===== src/rtl/aft_pkg.sv =====
package aft_pkg;

  localparam int unsigned AFT_DW    = 32;
  localparam int unsigned AFT_CNT_W = 6;

  typedef logic [2:0]           wcode_t;
  typedef logic [AFT_CNT_W-1:0] bitcnt_t;

  // Word width in bits for a word-length code; unused codes act as 32.
  function automatic bitcnt_t wcode_bits(input wcode_t code);
    case (code)
      3'd0:    return bitcnt_t'(8);
      3'd1:    return bitcnt_t'(12);
      3'd2:    return bitcnt_t'(16);
      3'd3:    return bitcnt_t'(20);
      3'd4:    return bitcnt_t'(24);
      default: return bitcnt_t'(32);
    endcase
  endfunction

  // Moves the low n bits of a word up to the top of the shift register.
  function automatic logic [AFT_DW-1:0] align_msb(input logic [AFT_DW-1:0] w,
                                                   input bitcnt_t n);
    return w << (bitcnt_t'(AFT_DW) - n);
  endfunction

endpackage


===== src/rtl/aft_edge.sv =====
module aft_edge (
  input  logic clk,
  input  logic rst_n,
  input  logic bclk,
  input  logic fsync,
  input  logic fs_low,
  output logic bit_rise,
  output logic bit_fall,
  output logic frame_start
);

  logic bclk_q;
  logic fs_seen;
  logic fs_act;

  assign fs_act      = fsync ^ fs_low;
  assign bit_rise    = bclk & ~bclk_q;
  assign bit_fall    = ~bclk & bclk_q;
  assign frame_start = bit_rise & fs_act & ~fs_seen;

  always_ff @(posedge clk) begin
    if (!rst_n) begin
      bclk_q  <= 1'b1;
      fs_seen <= 1'b0;
    end else begin
      bclk_q <= bclk;
      if (bit_rise) fs_seen <= fs_act;
    end
  end

endmodule


===== src/rtl/aft_seq.sv =====
module aft_seq
  import aft_pkg::*;
#(
  parameter int unsigned LEN_W = 7
) (
  input  logic             clk,
  input  logic             rst_n,
  input  logic             bit_fall,
  input  logic             frame_start,
  input  logic             cfg_dual,
  input  logic             cfg_delay,
  input  logic [LEN_W-1:0] cfg_len1,
  input  logic [LEN_W-1:0] cfg_len2,
  input  wcode_t           cfg_wcode1,
  input  wcode_t           cfg_wcode2,
  output logic             slot_start,
  output logic             shift_en,
  output logic             frame_end,
  output logic             active,
  output bitcnt_t          slot_bits
);

  localparam logic [LEN_W-1:0] WORD_ONE = {{(LEN_W-1){1'b0}}, 1'b1};

  logic             pend_q;
  logic             dly_q;
  logic             active_q;
  logic             phase_q;
  logic [LEN_W-1:0] word_q;
  bitcnt_t          bit_q;

  logic [LEN_W-1:0] cur_len;
  logic             word_done;
  logic             last_word;
  logic             to_phase2;
  logic             begin_frame;
  logic             next_word;
  logic             next_phase;

  always_comb begin
    cur_len     = phase_q ? cfg_len2 : cfg_len1;
    word_done   = active_q && (bit_q == '0);
    last_word   = (word_q == cur_len);
    to_phase2   = last_word && !phase_q && cfg_dual;
    begin_frame = bit_fall && pend_q && !dly_q;
    next_word   = bit_fall && word_done && (!last_word || to_phase2);
    frame_end   = bit_fall && word_done && last_word && !to_phase2;
    slot_start  = begin_frame || next_word;
    shift_en    = bit_fall && active_q && (bit_q != '0);
    next_phase  = begin_frame ? 1'b0 : (to_phase2 ? 1'b1 : phase_q);
    slot_bits   = wcode_bits(next_phase ? cfg_wcode2 : cfg_wcode1);
  end

  assign active = active_q;

  always_ff @(posedge clk) begin
    if (!rst_n) begin
      pend_q   <= 1'b0;
      dly_q    <= 1'b0;
      active_q <= 1'b0;
      phase_q  <= 1'b0;
      word_q   <= '0;
      bit_q    <= '0;
    end else if (frame_start) begin
      pend_q   <= 1'b1;
      dly_q    <= cfg_delay;
      active_q <= 1'b0;
    end else if (bit_fall) begin
      if (pend_q) begin
        if (dly_q) begin
          dly_q <= 1'b0;
        end else begin
          pend_q   <= 1'b0;
          active_q <= 1'b1;
          phase_q  <= 1'b0;
          word_q   <= '0;
          bit_q    <= slot_bits - bitcnt_t'(1);
        end
      end else if (shift_en) begin
        bit_q <= bit_q - bitcnt_t'(1);
      end else if (next_word) begin
        phase_q <= next_phase;
        word_q  <= to_phase2 ? '0 : word_q + WORD_ONE;
        bit_q   <= slot_bits - bitcnt_t'(1);
      end else if (frame_end) begin
        active_q <= 1'b0;
      end
    end
  end

endmodule


===== src/rtl/aft_shift.sv =====
module aft_shift
  import aft_pkg::*;
(
  input  logic              clk,
  input  logic              rst_n,
  input  logic              bit_fall,
  input  logic              load,
  input  logic              shift,
  input  logic [AFT_DW-1:0] word,
  input  bitcnt_t           nbits,
  output logic              sdata
);

  logic [AFT_DW-1:0] sh_q;

  always_ff @(posedge clk) begin
    if (!rst_n) begin
      sh_q <= '0;
    end else if (bit_fall) begin
      if (load)       sh_q <= align_msb(word, nbits);
      else if (shift) sh_q <= sh_q << 1;
      else            sh_q <= '0;
    end
  end

  assign sdata = sh_q[AFT_DW-1];

endmodule


===== src/rtl/audio_frame_tx.sv =====
module audio_frame_tx
  import aft_pkg::*;
#(
  parameter int unsigned LEN_W = 7
) (
  input  logic              clk,
  input  logic              rst_n,
  input  logic              bclk,
  input  logic              fsync,
  input  logic              cfg_fs_low,
  input  logic              cfg_delay,
  input  logic              cfg_dual,
  input  logic [LEN_W-1:0]  cfg_len1,
  input  logic [LEN_W-1:0]  cfg_len2,
  input  logic [2:0]        cfg_wcode1,
  input  logic [2:0]        cfg_wcode2,
  input  logic              s_valid,
  input  logic [AFT_DW-1:0] s_data,
  output logic              s_ready,
  output logic              sdata,
  output logic              underrun
);

  // Internal events, named so the bound checker can observe them.
  logic    bit_rise;
  logic    bit_fall;
  logic    frame_start;
  logic    slot_start;
  logic    shift_en;
  logic    frame_end;
  logic    active;
  bitcnt_t slot_bits;

  logic [AFT_DW-1:0] slot_word;
  logic              underrun_q;

  aft_edge u_edge (
    .clk         (clk),
    .rst_n       (rst_n),
    .bclk        (bclk),
    .fsync       (fsync),
    .fs_low      (cfg_fs_low),
    .bit_rise    (bit_rise),
    .bit_fall    (bit_fall),
    .frame_start (frame_start)
  );

  aft_seq #(.LEN_W(LEN_W)) u_seq (
    .clk         (clk),
    .rst_n       (rst_n),
    .bit_fall    (bit_fall),
    .frame_start (frame_start),
    .cfg_dual    (cfg_dual),
    .cfg_delay   (cfg_delay),
    .cfg_len1    (cfg_len1),
    .cfg_len2    (cfg_len2),
    .cfg_wcode1  (cfg_wcode1),
    .cfg_wcode2  (cfg_wcode2),
    .slot_start  (slot_start),
    .shift_en    (shift_en),
    .frame_end   (frame_end),
    .active      (active),
    .slot_bits   (slot_bits)
  );

  assign slot_word = s_valid ? s_data : '0;

  aft_shift u_shift (
    .clk      (clk),
    .rst_n    (rst_n),
    .bit_fall (bit_fall),
    .load     (slot_start),
    .shift    (shift_en),
    .word     (slot_word),
    .nbits    (slot_bits),
    .sdata    (sdata)
  );

  always_ff @(posedge clk) begin
    if (!rst_n)                       underrun_q <= 1'b0;
    else if (slot_start && !s_valid)  underrun_q <= 1'b1;
  end

  assign s_ready  = slot_start;
  assign underrun = underrun_q;

endmodule


===== config.mk =====
export PLATFORM = sky130hd
export DESIGN_NAME = audio_frame_tx
export DESIGN_NICKNAME = d
export VERILOG_FILES = /design/src/rtl/aft_pkg.sv /design/src/rtl/aft_edge.sv /design/src/rtl/aft_seq.sv /design/src/rtl/aft_shift.sv /design/src/rtl/audio_frame_tx.sv
export SDC_FILE = /design/constraint.sdc
export NUM_CORES = 1
export LEC_CHECK = 0
export BUFFER_PORTS_ARGS = -buffer_cell sky130_fd_sc_hd__buf_2
export CAP_MARGIN = 20
export CORE_ASPECT_RATIO = 0.9
export CORE_MARGIN = 2
export CORE_UTILIZATION = 54
export DETAILED_ROUTE_END_ITERATION = 8
export GPL_TIMING_DRIVEN = 0
export PLACE_DENSITY = 0.81
export RECOVER_POWER = 100
export REMOVE_ABC_BUFFERS = 1
export SKIP_LAST_GASP = 1
export SLEW_MARGIN = 20
export SYNTH_ARGS = -nofsm -noshare
export SYNTH_HDL_FRONTEND = slang
export SYNTH_HIERARCHICAL = 1
export SYNTH_SLANG_ARGS = --single-unit
export TNS_END_PERCENT = 30

===== constraint.sdc =====
create_clock -name clk -period 3.9 [get_ports clk]
set_input_delay 0.39 -clock clk [delete_from_list [all_inputs] [get_ports clk]]
set_output_delay 0.39 -clock clk [all_outputs]
set_load 0.05 [all_outputs]

==> impl_metrics.json <==
{
  "status": "complete, but fails checks",
  "violations": "max-capacitance violations, max-slew violations",
  "io_pins": 63,
  "cp_data_arrival_time_ns": 3.93,
  "vias": 4554,
  "power_frac_clock_pct": 23.1,
  "htreeDepth": 2,
  "cp_max_fo": 13,
  "n_fill_cell": 775,
  "r2r_slack_ns": 0.15,
  "core_region_area_mm2": 0.009001,
  "wl_met1_um": 5319,
  "start_kind": "register",
  "min_period_ns": 3.747,
  "met2RoutedLength_um": 6092,
  "wl_um": 12630,
  "p_sw_uw": 452.6,
  "layoutNonFillerInstCount": 699,
  "initial_utilization_pct": 54.81,
  "crit_type": "reg -> reg",
  "final_antenna_net_count": 0,
  "finalSetupViolCount": 0,
  "fmax_mhz": 266.9,
  "grt_overflow": 0,
  "num_antenna_cells": 0,
  "grtUsageTotal_pct": 24.97,
  "synth_cells": 538,
  "drtPass1Iterations": 5,
  "mostFrequentLayoutCells": "buf_2 (59), dfxtp_1 (50), nand2_1 (44)",
  "cts.clk_slew.worst_paths_ns": 0.09,
  "design_area_mm2": 0.005399,
  "drtIter0Drc": 442,
  "dieArea_mm2": 0.009918,
  "numPlacedInstances": 682,
  "crit_path_top_delay_cell": "or4_4",
  "cts_buffers": 5,
  "clock_path_buffers": 2,
  "whs_ns": 0.3303,
  "required_ns": 4.08,
  "swShare_pct": 33.12,
  "syn_area_per_cell_um2": 9.170,
  "finalHoldViolations": 0,
  "p_int_uw": 913.8,
  "synth_area_mm2": 0.004933,
  "cpPeakStageDelay_ns": 0.63,
  "die_h_um": 94.68,
  "drive_gt1_share_pct": 30.85,
  "antenna_found_initial": 0,
  "final_nets": 640,
  "io_buffer_count": 62,
  "avgViaCountPerCell": 6.515,
  "route.met3.wl_um": 922,
  "cts_tree": "built",
  "ir_worst_vdd_mv": 0.1610,
  "fin_skew_ns": 0.005682,
  "tightest_slew_ns": 1.564,
  "cap_violations": 1,
  "root_buffer": "clkbuf_8",
  "p_comb_share_pct": 35.4,
  "drc": 0,
  "wl_per_cell_um": 18.06,
  "fin_crit_sh_pct": 96.09,
  "area_growth_pct": 9.434,
  "place_area_mm2": 0.005209,
  "top_layer": "met4",
  "slew_headroom_pct": -4.297,
  "yosysWarnings": 6,
  "grt_max_degree": 47,
  "layout_commonest_cell": "buf_2",
  "hold_path_class": "in -> reg",
  "fp-row-count": 33,
  "finalCoreUtilization_pct": 59.98,
  "report.final.slew_viol_count": 42,
  "p_per_area_mw_per_mm2": 253.1,
  "crit_chain": "mux2i_1 -> xnor2_1 -> nor4_4 -> a32oi_4 -> mux2_4 -> or4_4 -> nand2_8 -> mux4_2 -> a221oi_1 -> nor2_1",
  "place_congestion": 0.8917,
  "p_seq_share_pct": 41.6,
  "p_leak_uw": 0.001992,
  "clock_sinks": 52,
  "hpwl_um": 8659,
  "rsz0062_at_grt": "false",
  "clk_latency_ns": 0.30,
  "grt_pass1_vias": 4112,
  "cp-end-kind": "register",
  "die_w_um": 104.8,
  "grt_pass1_wl_um": 20470
}
## per-stage QoR
stage          setup slack [ns]  setup TNS, ns  total power, uW
3_3_place_gp             -2.030         -57.00             1014
6_report                 0.1526              0             1366
3_5_place_dp             -1.361         -27.03             1032
2_1_floorplan           -0.6777         -19.90            913.7
5_1_grt                0.007719              0             1434
4_1_cts                0.005945              0             1356
## worst paths after layout
path / depth (start not counted) / endpoint / start
worst max-delay path: 10 / u_shift/sh_q[30]$_SDFFE_PN0P_ / u_seq/phase_q$_SDFFE_PN0P_
worst min register to register: 2 / u_shift/sh_q[0]$_SDFFE_PN0P_ / u_shift/sh_q[0]$_SDFFE_PN0P_
worst min-delay path: 3 / u_seq/dly_q$_SDFFE_PN0P_ / cfg_delay
worst max register to register: 10 / u_shift/sh_q[30]$_SDFFE_PN0P_ / u_seq/phase_q$_SDFFE_PN0P_
## flip-flops by register name, indices dropped and copies added (netlist names)
register	cells
u_seq/dly_q	1
u_edge/bclk_q	1
underrun	1
u_seq/pend_q	1
u_shift/sh_q	32
u_edge/fs_seen	1
u_seq/phase_q	1
u_seq/word_q	7
u_seq/bit_q	6
u_seq/active	1
## worst max-delay path, delay by kind of cell (launching register included)
family / cells / cell delay (ns)
compound gates: 2 / 0.55
xor+xnor: 1 / 0.13
flops: 1 / 0.46
simple gates: 4 / 1.27
mux: 3 / 1.22
## timing repair
action                                  4_1_cts  5_1_grt
hold buffers                                  0        0
endpoints found under the setup margin       32        7
resized for setup                             6        1
pin swaps                                     3        1
gates cloned                                  4        1
setup buffers                                 4        0
## power groups by stage
stage / clock (uW) / combinational [uW] / sequential, uW
finish: 315 / 484 / 568
detailed placement: 0 / 453 / 579
global placement: 0 / 436 / 578
CTS: 322 / 466 / 568
floorplan: 0 / 336 / 578
global route: 346 / 517 / 570
## area by class of cell
class / count / area [um2] / area share, %
tap: 122 / 152.6 / 2.827
timing repair buffer: 69 / 359.1 / 6.651
clock inverter: 2 / 10.01 / 0.1854
sequential: 52 / 1046 / 19.37
multi-input combinational: 435 / 3700 / 68.53
clock buffer: 6 / 82.58 / 1.530
inverter: 13 / 48.80 / 0.9038
## routing by layer
metal | track usage [%] | up-vias
li1 | - | 2129
met1 | 33.52 | 2179
met2 | 41.61 | 213
met3 | 4.279 | 33
met4 | 7.556 | 0
met5 | 0 | -
No activity file was read; power rests on OpenSTA's default activity.
